`src/rtl/spi_rf_pkg.sv`:
```
package spi_rf_pkg;
  localparam int unsigned BYTE_W = 8;

  typedef enum logic [1:0] {
    ACC_NONE  = 2'd0,
    ACC_READ  = 2'd1,
    ACC_WRITE = 2'd2
  } acc_e;
endpackage

```
`src/rtl/spi_rf_sync.sv`:
```
module spi_rf_sync #(
  parameter int unsigned WIDTH  = 3,
  parameter int unsigned STAGES = 2
) (
  input  logic             clk,
  input  logic             rst_n,
  input  logic [WIDTH-1:0] d,
  output logic [WIDTH-1:0] q
);
  logic [WIDTH-1:0] st [STAGES];

  for (genvar g = 0; g < STAGES; g++) begin : g_stage
    if (g == 0) begin : g_first
      always_ff @(posedge clk or negedge rst_n) begin
        if (!rst_n) st[0] <= '0;
        else        st[0] <= d;
      end
    end else begin : g_next
      always_ff @(posedge clk or negedge rst_n) begin
        if (!rst_n) st[g] <= '0;
        else        st[g] <= st[g-1];
      end
    end
  end

  assign q = st[STAGES-1];
endmodule

```
`src/rtl/spi_rf_shifter.sv`:
```
module spi_rf_shifter
  import spi_rf_pkg::*;
(
  input  logic              clk,
  input  logic              rst_n,
  input  logic              sclk_s,
  input  logic              cs_s,
  input  logic              mosi_s,
  input  logic              load_en,
  input  logic [BYTE_W-1:0] load_byte,
  output logic              byte_done,
  output logic [BYTE_W-1:0] rx_byte,
  output logic              miso
);
  localparam int unsigned CNT_W = $clog2(BYTE_W);

  logic [CNT_W-1:0]  cnt_q;
  logic              sclk_q;
  logic [BYTE_W-1:0] rx_q;
  logic [BYTE_W-1:0] tx_q;
  logic              done_q;
  logic              miso_q;
  logic              rise;
  logic              fall;

  // clock idle low, phase 1: drive on the leading edge, capture on the trailing one
  assign rise = cs_s &  sclk_s & ~sclk_q;
  assign fall = cs_s & ~sclk_s &  sclk_q;

  always_ff @(posedge clk or negedge rst_n) begin
    if (!rst_n) begin
      cnt_q  <= '0;
      sclk_q <= 1'b0;
      rx_q   <= '0;
      tx_q   <= '0;
      done_q <= 1'b0;
      miso_q <= 1'b0;
    end else begin
      sclk_q <= sclk_s;
      done_q <= 1'b0;
      if (!cs_s) begin
        cnt_q  <= '0;
        rx_q   <= '0;
        tx_q   <= '0;
        miso_q <= 1'b0;
      end else begin
        if (fall) begin
          rx_q <= {rx_q[BYTE_W-2:0], mosi_s};
          if (cnt_q == CNT_W'(BYTE_W - 1)) begin
            cnt_q  <= '0;
            done_q <= 1'b1;
          end else begin
            cnt_q <= cnt_q + 1'b1;
          end
        end
        if (rise) miso_q <= tx_q[BYTE_W-1];
        if (load_en)   tx_q <= load_byte;
        else if (rise) tx_q <= {tx_q[BYTE_W-2:0], 1'b0};
      end
    end
  end

  assign byte_done = done_q;
  assign rx_byte   = rx_q;
  assign miso      = miso_q;
endmodule

```
`src/rtl/spi_rf_ctrl.sv`:
```
module spi_rf_ctrl
  import spi_rf_pkg::*;
#(
  parameter int unsigned ADDR_W   = 7,
  parameter int unsigned WP_ADDR  = 15,
  parameter int unsigned WP_BIT   = 6,
  parameter int unsigned HOLE_LO  = 18,
  parameter int unsigned HOLE_HI  = 31,
  parameter bit          WP_RESET = 1'b0
) (
  input  logic              clk,
  input  logic              rst_n,
  input  logic              cs_s,
  input  logic              byte_done,
  input  logic [BYTE_W-1:0] rx_byte,
  input  logic [BYTE_W-1:0] reg_rdata,
  output logic [ADDR_W-1:0] reg_addr,
  output logic [BYTE_W-1:0] reg_wdata,
  output logic              reg_wr,
  output logic              reg_rd,
  output logic              load_en,
  output logic [BYTE_W-1:0] load_byte
);
  localparam int unsigned DIR_BIT = BYTE_W - 1;
  localparam logic [ADDR_W-1:0] WP_A = ADDR_W'(WP_ADDR);
  localparam logic [ADDR_W-1:0] H_LO = ADDR_W'(HOLE_LO);
  localparam logic [ADDR_W-1:0] H_HI = ADDR_W'(HOLE_HI);

  logic              first_q;
  logic              wr_mode_q;
  logic              wp_q;
  logic [ADDR_W-1:0] ptr_q;
  logic [ADDR_W-1:0] cur_addr;
  logic              in_hole;
  logic              wp_block;
  acc_e              acc;

  always_comb begin
    cur_addr = first_q ? rx_byte[ADDR_W-1:0] : ptr_q;
    acc      = ACC_NONE;
    if (byte_done) begin
      if (first_q) acc = rx_byte[DIR_BIT] ? ACC_NONE : ACC_READ;
      else         acc = wr_mode_q ? ACC_WRITE : ACC_READ;
    end
    in_hole  = (cur_addr >= H_LO) && (cur_addr <= H_HI);
    wp_block = wp_q && (cur_addr != WP_A);
  end

  assign reg_addr  = cur_addr;
  assign reg_wdata = rx_byte;
  assign reg_rd    = (acc == ACC_READ)  && !in_hole;
  assign reg_wr    = (acc == ACC_WRITE) && !in_hole && !wp_block;
  assign load_en   = (acc == ACC_READ);
  assign load_byte = in_hole ? '0 : reg_rdata;

  always_ff @(posedge clk or negedge rst_n) begin
    if (!rst_n) begin
      first_q   <= 1'b1;
      wr_mode_q <= 1'b0;
      ptr_q     <= '0;
    end else if (!cs_s) begin
      first_q <= 1'b1;
    end else if (byte_done) begin
      first_q <= 1'b0;
      if (first_q) begin
        wr_mode_q <= rx_byte[DIR_BIT];
        ptr_q     <= rx_byte[DIR_BIT] ? rx_byte[ADDR_W-1:0]
                                      : rx_byte[ADDR_W-1:0] + 1'b1;
      end else begin
        ptr_q <= ptr_q + 1'b1;
      end
    end
  end

  always_ff @(posedge clk or negedge rst_n) begin
    if (!rst_n)                          wp_q <= WP_RESET;
    else if (reg_wr && cur_addr == WP_A) wp_q <= rx_byte[WP_BIT];
  end
endmodule

```
`src/rtl/spi_rf_slave.sv`:
```
module spi_rf_slave
  import spi_rf_pkg::*;
#(
  parameter int unsigned ADDR_W      = 7,
  parameter int unsigned SYNC_STAGES = 2,
  parameter int unsigned WP_ADDR     = 15,
  parameter int unsigned WP_BIT      = 6,
  parameter int unsigned HOLE_LO     = 18,
  parameter int unsigned HOLE_HI     = 31,
  parameter bit          WP_RESET    = 1'b0
) (
  input  logic              clk,
  input  logic              rst_n,
  input  logic              spi_sclk,
  input  logic              spi_cs,
  input  logic              spi_mosi,
  output logic              spi_miso,
  output logic [ADDR_W-1:0] reg_addr,
  output logic [7:0]        reg_wdata,
  output logic              reg_wr,
  output logic              reg_rd,
  input  logic [7:0]        reg_rdata
);
  localparam int unsigned PIN_N = 3;

  logic [PIN_N-1:0]  pins_s;
  logic              byte_done;
  logic [BYTE_W-1:0] rx_byte;
  logic              load_en;
  logic [BYTE_W-1:0] load_byte;

  spi_rf_sync #(.WIDTH(PIN_N), .STAGES(SYNC_STAGES)) u_sync (
    .clk   (clk),
    .rst_n (rst_n),
    .d     ({spi_sclk, spi_cs, spi_mosi}),
    .q     (pins_s)
  );

  spi_rf_shifter u_shift (
    .clk       (clk),
    .rst_n     (rst_n),
    .sclk_s    (pins_s[2]),
    .cs_s      (pins_s[1]),
    .mosi_s    (pins_s[0]),
    .load_en   (load_en),
    .load_byte (load_byte),
    .byte_done (byte_done),
    .rx_byte   (rx_byte),
    .miso      (spi_miso)
  );

  spi_rf_ctrl #(
    .ADDR_W   (ADDR_W),
    .WP_ADDR  (WP_ADDR),
    .WP_BIT   (WP_BIT),
    .HOLE_LO  (HOLE_LO),
    .HOLE_HI  (HOLE_HI),
    .WP_RESET (WP_RESET)
  ) u_ctrl (
    .clk       (clk),
    .rst_n     (rst_n),
    .cs_s      (pins_s[1]),
    .byte_done (byte_done),
    .rx_byte   (rx_byte),
    .reg_rdata (reg_rdata),
    .reg_addr  (reg_addr),
    .reg_wdata (reg_wdata),
    .reg_wr    (reg_wr),
    .reg_rd    (reg_rd),
    .load_en   (load_en),
    .load_byte (load_byte)
  );
endmodule

```
`config.mk`:
```
export PLATFORM = sky130hd
export DESIGN_NAME = spi_rf_slave
export DESIGN_NICKNAME = d
export VERILOG_FILES = /design/src/rtl/spi_rf_pkg.sv /design/src/rtl/spi_rf_sync.sv /design/src/rtl/spi_rf_shifter.sv /design/src/rtl/spi_rf_ctrl.sv /design/src/rtl/spi_rf_slave.sv
export SDC_FILE = /design/constraint.sdc
export NUM_CORES = 1
export LEC_CHECK = 0
export ABC_AREA = 1
export BUFFER_PORTS_ARGS = -buffer_cell sky130_fd_sc_hd__buf_4
export CORE_UTILIZATION = 50
export CTS_CLUSTER_DIAMETER = 200
export DETAILED_ROUTE_END_ITERATION = 7
export PLACE_DENSITY = 0.8
export SLEW_MARGIN = 20
export SYNTH_ARGS = -nofsm -noshare
export SYNTH_HDL_FRONTEND = slang
export SYNTH_SLANG_ARGS = --single-unit
export TNS_END_PERCENT = 1
```
`constraint.sdc`:
```
create_clock -name clk -period 1.6 [get_ports clk]
set_input_delay 0.32 -clock clk [delete_from_list [all_inputs] [get_ports clk]]
set_output_delay 0.32 -clock clk [all_outputs]
set_load 0.01 [all_outputs]
```
**After elaboration in Yosys (flattened, before gate mapping)**

Index checks and enable logic that the tools add are counted.

- Flip-flop bits (word level): 38
- Input bits: 13
- Output and inout port bits: 18
- Logic and storage cells: 65

- Add/sub/neg operators: 3
- Magnitude comparators: 2
- Equality and inequality tests: 9
- Multiplexer cells: 23
- Bitwise operators: 6
- Reduce and logical (&&, ||, !) cells: 10

Operator list:

| kind | number |
|---|---|
| 8-bit 2-to-1 mux | 6 |
| 7-bit 2-to-1 mux | 3 |
| 7-bit by 1-bit adder with 7-bit output (second input constant) | 2 |
| 3-bit 2-to-1 mux | 3 |
| 1-bit 2-to-1 mux | 8 |
| 7-bit by 4-bit equality test with 1-bit output (second input constant) | 1 |
| 7-bit by 5-bit greater-or-equal comparator with 1-bit output (second input constant) | 1 |
| 7-bit by 5-bit <= comparator with 1-bit output (second input constant) | 1 |
| 7-bit by 4-bit inequality test with 1-bit output (second input constant) | 1 |
| 1-bit logical AND | 6 |
| 2-bit 2-to-1 mux | 3 |
| 2-bit by 1-bit inequality test with 1-bit output (second input constant) | 3 |
| 1-bit AND | 4 |
| 3-bit by 1-bit adder with 3-bit output (second input constant) | 1 |
| 3-bit equality test (second input constant) | 1 |
| 3-bit by 2-bit inequality test with 1-bit output (second input constant) | 1 |
| 3-bit AND reduction | 1 |
| 2-bit by 1-bit equality test with 1-bit output (second input constant) | 1 |
| 2-bit equality test (second input constant) | 1 |
| 1-bit logical NOT | 2 |
| 1-bit inverter | 2 |
| 2-bit AND reduction | 1 |

**Longest topological paths before layout**

- Depth in word-level cells: 7
- Mapped depth: 12
- Depth with buffers taken out: 10

**Modules after synthesis**

Synthesis repeated with hierarchy kept, for this count alone.

- Cells, all modules: 310
- Area total of the unflattened synthesis: 2313.5 um^2

By module, submodules not included:

| module | times used | cells an instance | area an instance (um^2) | sequential area each (um^2) |
|---|---|---|---|---|
| spi_rf_shifter | 1 | 125 | 1113.6 | 550.5 |
| spi_rf_ctrl | 1 | 176 | 1027.2 | 251.5 |
| spi_rf_sync | 1 | 9 | 172.7 | 150.1 |

**Worst setup path after synthesis**

No wires, ideal clock.

- Path type: flip-flop to output port
- Start: register u_ctrl.first_q
- End: output reg_wr
- Arrival time: 1437 ps
- Required time: 1280 ps
- Slack: -157 ps
- Cell stages (with the launch flop): 9
- Path buffers: 2
- Cells stage by stage: dfstp_2 buf_6 buf_8 o21ai_0 nor2_1 nand2_1 nor2_2 nor2_1 nor2_1

- Cells in the longest elaborated chain, start to end: 6
- Elaborated cells between the ends (all ways): 13
- Classes of those cells: 2 x order compare; 2 x eq/ne; 3 x mux; 6 x reduce/logical

Ends and longest elaborated chain:

| item | RTL line | RTL |
|---|---|---|
| start, declared | spi_rf_ctrl.sv:29 | `logic first_q;` |
| start signal, assigned | spi_rf_ctrl.sv:58 | `first_q <= 1'b1;` |
| start signal, assigned | spi_rf_ctrl.sv:62 | `first_q <= 1'b1;` |
| start signal, assigned | spi_rf_ctrl.sv:64 | `first_q <= 1'b0;` |
| 7-bit 2-to-1 mux * | spi_rf_ctrl.sv:39 | `cur_addr = first_q ? rx_byte[ADDR_W-1:0] : ptr_q;` |
| net reg_addr[5] | spi_rf_slave.sv:18 | `output logic [ADDR_W-1:0] reg_addr,` |
| 7-bit by 5-bit greater-or-equal comparator with 1-bit output / 7-bit by 5-bit <= comparator with 1-bit output (equally long branches) | spi_rf_ctrl.sv:45 | `in_hole = (cur_addr >= H_LO) && (cur_addr <= H_HI);` |
| 1-bit logical AND | spi_rf_ctrl.sv:45 |  |
| 1-bit logical NOT | spi_rf_ctrl.sv:52 | `assign reg_wr = (acc == ACC_WRITE) && !in_hole && !wp_block;` |
| 1-bit logical AND | spi_rf_ctrl.sv:52 |  |
| 1-bit logical AND * | spi_rf_ctrl.sv:52 |  |
| end, declared | spi_rf_slave.sv:20 | `output logic reg_wr,` |

The timed path passes the listed nets; every way through them passes the cells marked *.

**Worst setup path in the final report**

- Start: register u_ctrl.first_q
- End: output reg_wr

- Cells in the longest elaborated chain, start to end: 6
- Elaborated cells between the ends (all ways): 13
- Classes of those cells: 2 x order compare; 2 x eq/ne; 3 x mux; 6 x reduce/logical

Ends and longest elaborated chain:

| item | RTL line |
|---|---|
| 7-bit 2-to-1 mux | spi_rf_ctrl.sv:39 |
| 7-bit by 5-bit greater-or-equal comparator with 1-bit output / 7-bit by 5-bit <= comparator with 1-bit output (equally long branches) | spi_rf_ctrl.sv:45 |
| 1-bit logical AND | spi_rf_ctrl.sv:45 |
| 1-bit logical NOT | spi_rf_ctrl.sv:52 |
| 1-bit logical AND | spi_rf_ctrl.sv:52 |
| 1-bit logical AND * | spi_rf_ctrl.sv:52 |

Every way passes the cells marked *; elsewhere a longest branch is shown, timed or not.

==> impl_metrics.toml <==
[yosys]
syn_avg_cell_area_um2 = 7.85
ys_seq_area_share_pct = 48.0
synth_cell_types = 29
netlist_top_cells_area = "dfrtp_1 (47%), nand2_1 (16%), nand3_1 (5.8%)"
synth_nets = 270
syn_inst = 253
yosys.area.top_type = "dfrtp_1"
synth_seq_cells = 38
yosys_warnings = 0
synth_top_area_share_pct = 46.6
netlist_area_um2 = 1990

[timing]
holdWs_ns = 0.136
slew_headroom_pct = 68.1
finalHoldViolations = 0
setup_violations = 18
slew_viol_final = 0
max_freq_ghz = 0.488
skew_ns = 0.0104
min_period_ns = 2.05
tightestPinTransition_ns = 0.478
period_share_pct = 128
rsz0062_at_grt = "true"
worst_slack_ns = -0.451
tns_ns = -3.18

[clocking]
clock-sinks = 38
clk_pin_slew_ns = 0.08
cts_max_level = 2
clock_path_buffers = 2
numCtsBuffers = 5
ctsRootBufferMaster = "clkbuf_8"
clock_latency_ns = 0.29
cts_tree = "built"

[setup_path]
required_ns = 1.28
cpMaxStageDelayCell = "dfstp_2"
worst_r2r_path_depth = 12
critical_path_buf_inv_count = 3
crit_top_cell = "nand2_2"
worst_setup_path_start_kind = "flop"
critical_path.top_delay_family = "flip-flops"
cp_max_fo = 6
cp.arrival_ns = 1.73
crit_chain = "buf_12 > buf_8 > nand2_2 > o21ai_4 > nand3_2 > nand2_2 > nand2_2 > nor2_2 > buf_4"
crit_path_end_kind = "output port"
worstSetupPathType = "reg2out"
crit_path_max_incr_delay_ns = 0.55
cp.depth = 9

[global_routing]
grt_overflow = 0
grt_pass1_wl_um = 9050
grt_usage_pct = 28.9
grt_start_max_net_pins = 39
grt_pass1_vias = 2008
antenna_found_initial = 0

[die]
die_area_um2 = 4230
ios = 31
coreArea_um2 = 3740
fp-row-count = 22
dieWidth_um = 65.0
initial_utilization_pct = 53.0
fp.dieH_um = 65.0

[power_and_ir_drop]
ir_drop_v = 0.000662
power_density_nw_per_um2 = 720
leakagePower_nw = 1.46

[drt]
drcViolationCount = 0
drtPass1Iterations = 4
postRouteWirelength_um = 5530
routed_via_density = 5.36
antenna_left = 0
drt_iter0_drc = 220
wire_per_inst_um = 14.6
num_vias = 2026

[placement]
gp_congestion = 0.862
io_buffers = 30
dp_hpwl_um = 3560

[min_path]
min_path_type = "in2reg"
hold_depth = 1

[final_layout]
seqCellArea_um2 = 952
final_cell_mix = "nand2_1 (75), buf_4 (69), dfrtp_1 (37)"
multi_input_area_um2 = 948
drive_gt1_share_pct = 34.8
layout_commonest_cell = "nand2_1"
antenna_cells = 0
area_growth_pct = 40.9
fillers = 272
finalNetCount = 347

[status]
status = "complete, but fails checks"
violations = "setup timing"

[job]
max_cap_violations = 0
-- worst reg2reg max path, delay by kind of cell, from the launching register on --
kind                   cells  cell delay [ns]
buffers and inverters      3             0.43
flip-flops                 1             0.55
AND/OR/NAND/NOR            9             0.59
-- stage by stage --
step	utilization (%)	area, um^2	setup WS, ns	instances	power [mW]
after floorplan	-	1990	-0.118	253	1.10
after global placement	67.0	2510	-0.0903	361	1.19
after detailed placement	67.0	2510	-0.109	361	1.20
after CTS	73.1	2740	-0.431	375	2.02
after global routing	74.7	2800	-0.515	378	2.09
final	74.7	2800	-0.451	378	2.01
-- worst paths after layout --
check                               start                 to  slack [ns]
max                        u_ctrl.first_q             reg_wr       -0.45
max reg2reg                u_ctrl.first_q    u_shift.tx_q[1]       -0.09
min reg2reg                  u_sync.st[4]        u_sync.q[1]        0.35
min                                spi_cs       u_sync.st[4]        0.14
min in group asynchronous           rst_n  u_shift.byte_done        0.53
max in group asynchronous           rst_n     u_ctrl.first_q        0.72
-- cell families (layout without fill, tap and decap cells) --
logic type      Yosys count  count (layout)  synth area share [%]
flops                    38              38                  48.0
xor+xnor                  1               1                 0.441
buf+inv                  34             111                  7.94
fa+ha+maj                 4               4                  2.52
compound gates           40              40                  11.0
simple gates            136             136                  30.1
-- where the power goes --
part	switching, mW	internal [mW]	total (mW)
logic	0.0981	0.0867	0.185
registers	0.0176	0.989	1.01
clock network	0.324	0.499	0.823
total	0.440	1.57	2.01
-- layout make-up --
| class | count | share of cell area, % |
|---|---|---|
| Clock buffer | 6 | 2.95 |
| Clock inverter | 1 | 1.07 |
| Timing Repair Buffer | 76 | 22.0 |
| Multi-Input combinational cell | 181 | 33.9 |
| Sequential cell | 38 | 34.0 |
| Tap cell | 48 | 2.15 |
| Inverter | 28 | 3.85 |
-- routing by layer --
layer / vias to the layer above / global-route usage [%] / part of all wire (%)
met5: - / 0 / 0
met4: 0 / 16.0 / 3.5
met3: 21 / 5.63 / 5.3
met2: 86 / 48.0 / 50
met1: 948 / 35.1 / 41
li1: 971 / - / -
-- flip-flops by register name (all words and copies together), names as in the netlist --
signal / count
u_ctrl.first_q: 1
u_ctrl.ptr_q: 7
u_ctrl.wp_q: 1
u_ctrl.wr_mode_q: 1
u_shift.byte_done: 1
u_shift.cnt_q: 3
u_shift.miso: 1
u_shift.rx_byte: 8
u_shift.sclk_q: 1
u_shift.tx_q: 8
u_sync.q: 3
u_sync.st: 3
-- synthesized netlist by cell type, drive strengths merged --
library cell,instances
o211ai,1
o21ai,21
ha,4
nand4,5
buf,4
nand3,24
and3,1
nor2,20
dfstp,1
xor2,1
dfrtp,37
clkbuf,2
a22oi,1
a31oi,1
clkinv,1
o22ai,7
nand2,86
a21oi,9
inv,27
-- what timing repair did --
action | 4_1_cts | 5_1_grt
hold buffers | 1 | 0
pin swaps | 10 | 8
resized for setup | 20 | 10
endpoints found under the setup margin | 18 | 20
endpoints found under the hold margin | 10 | 0
buffers inserted | 6 | 3
No activity file was read; power rests on OpenSTA's default activity.
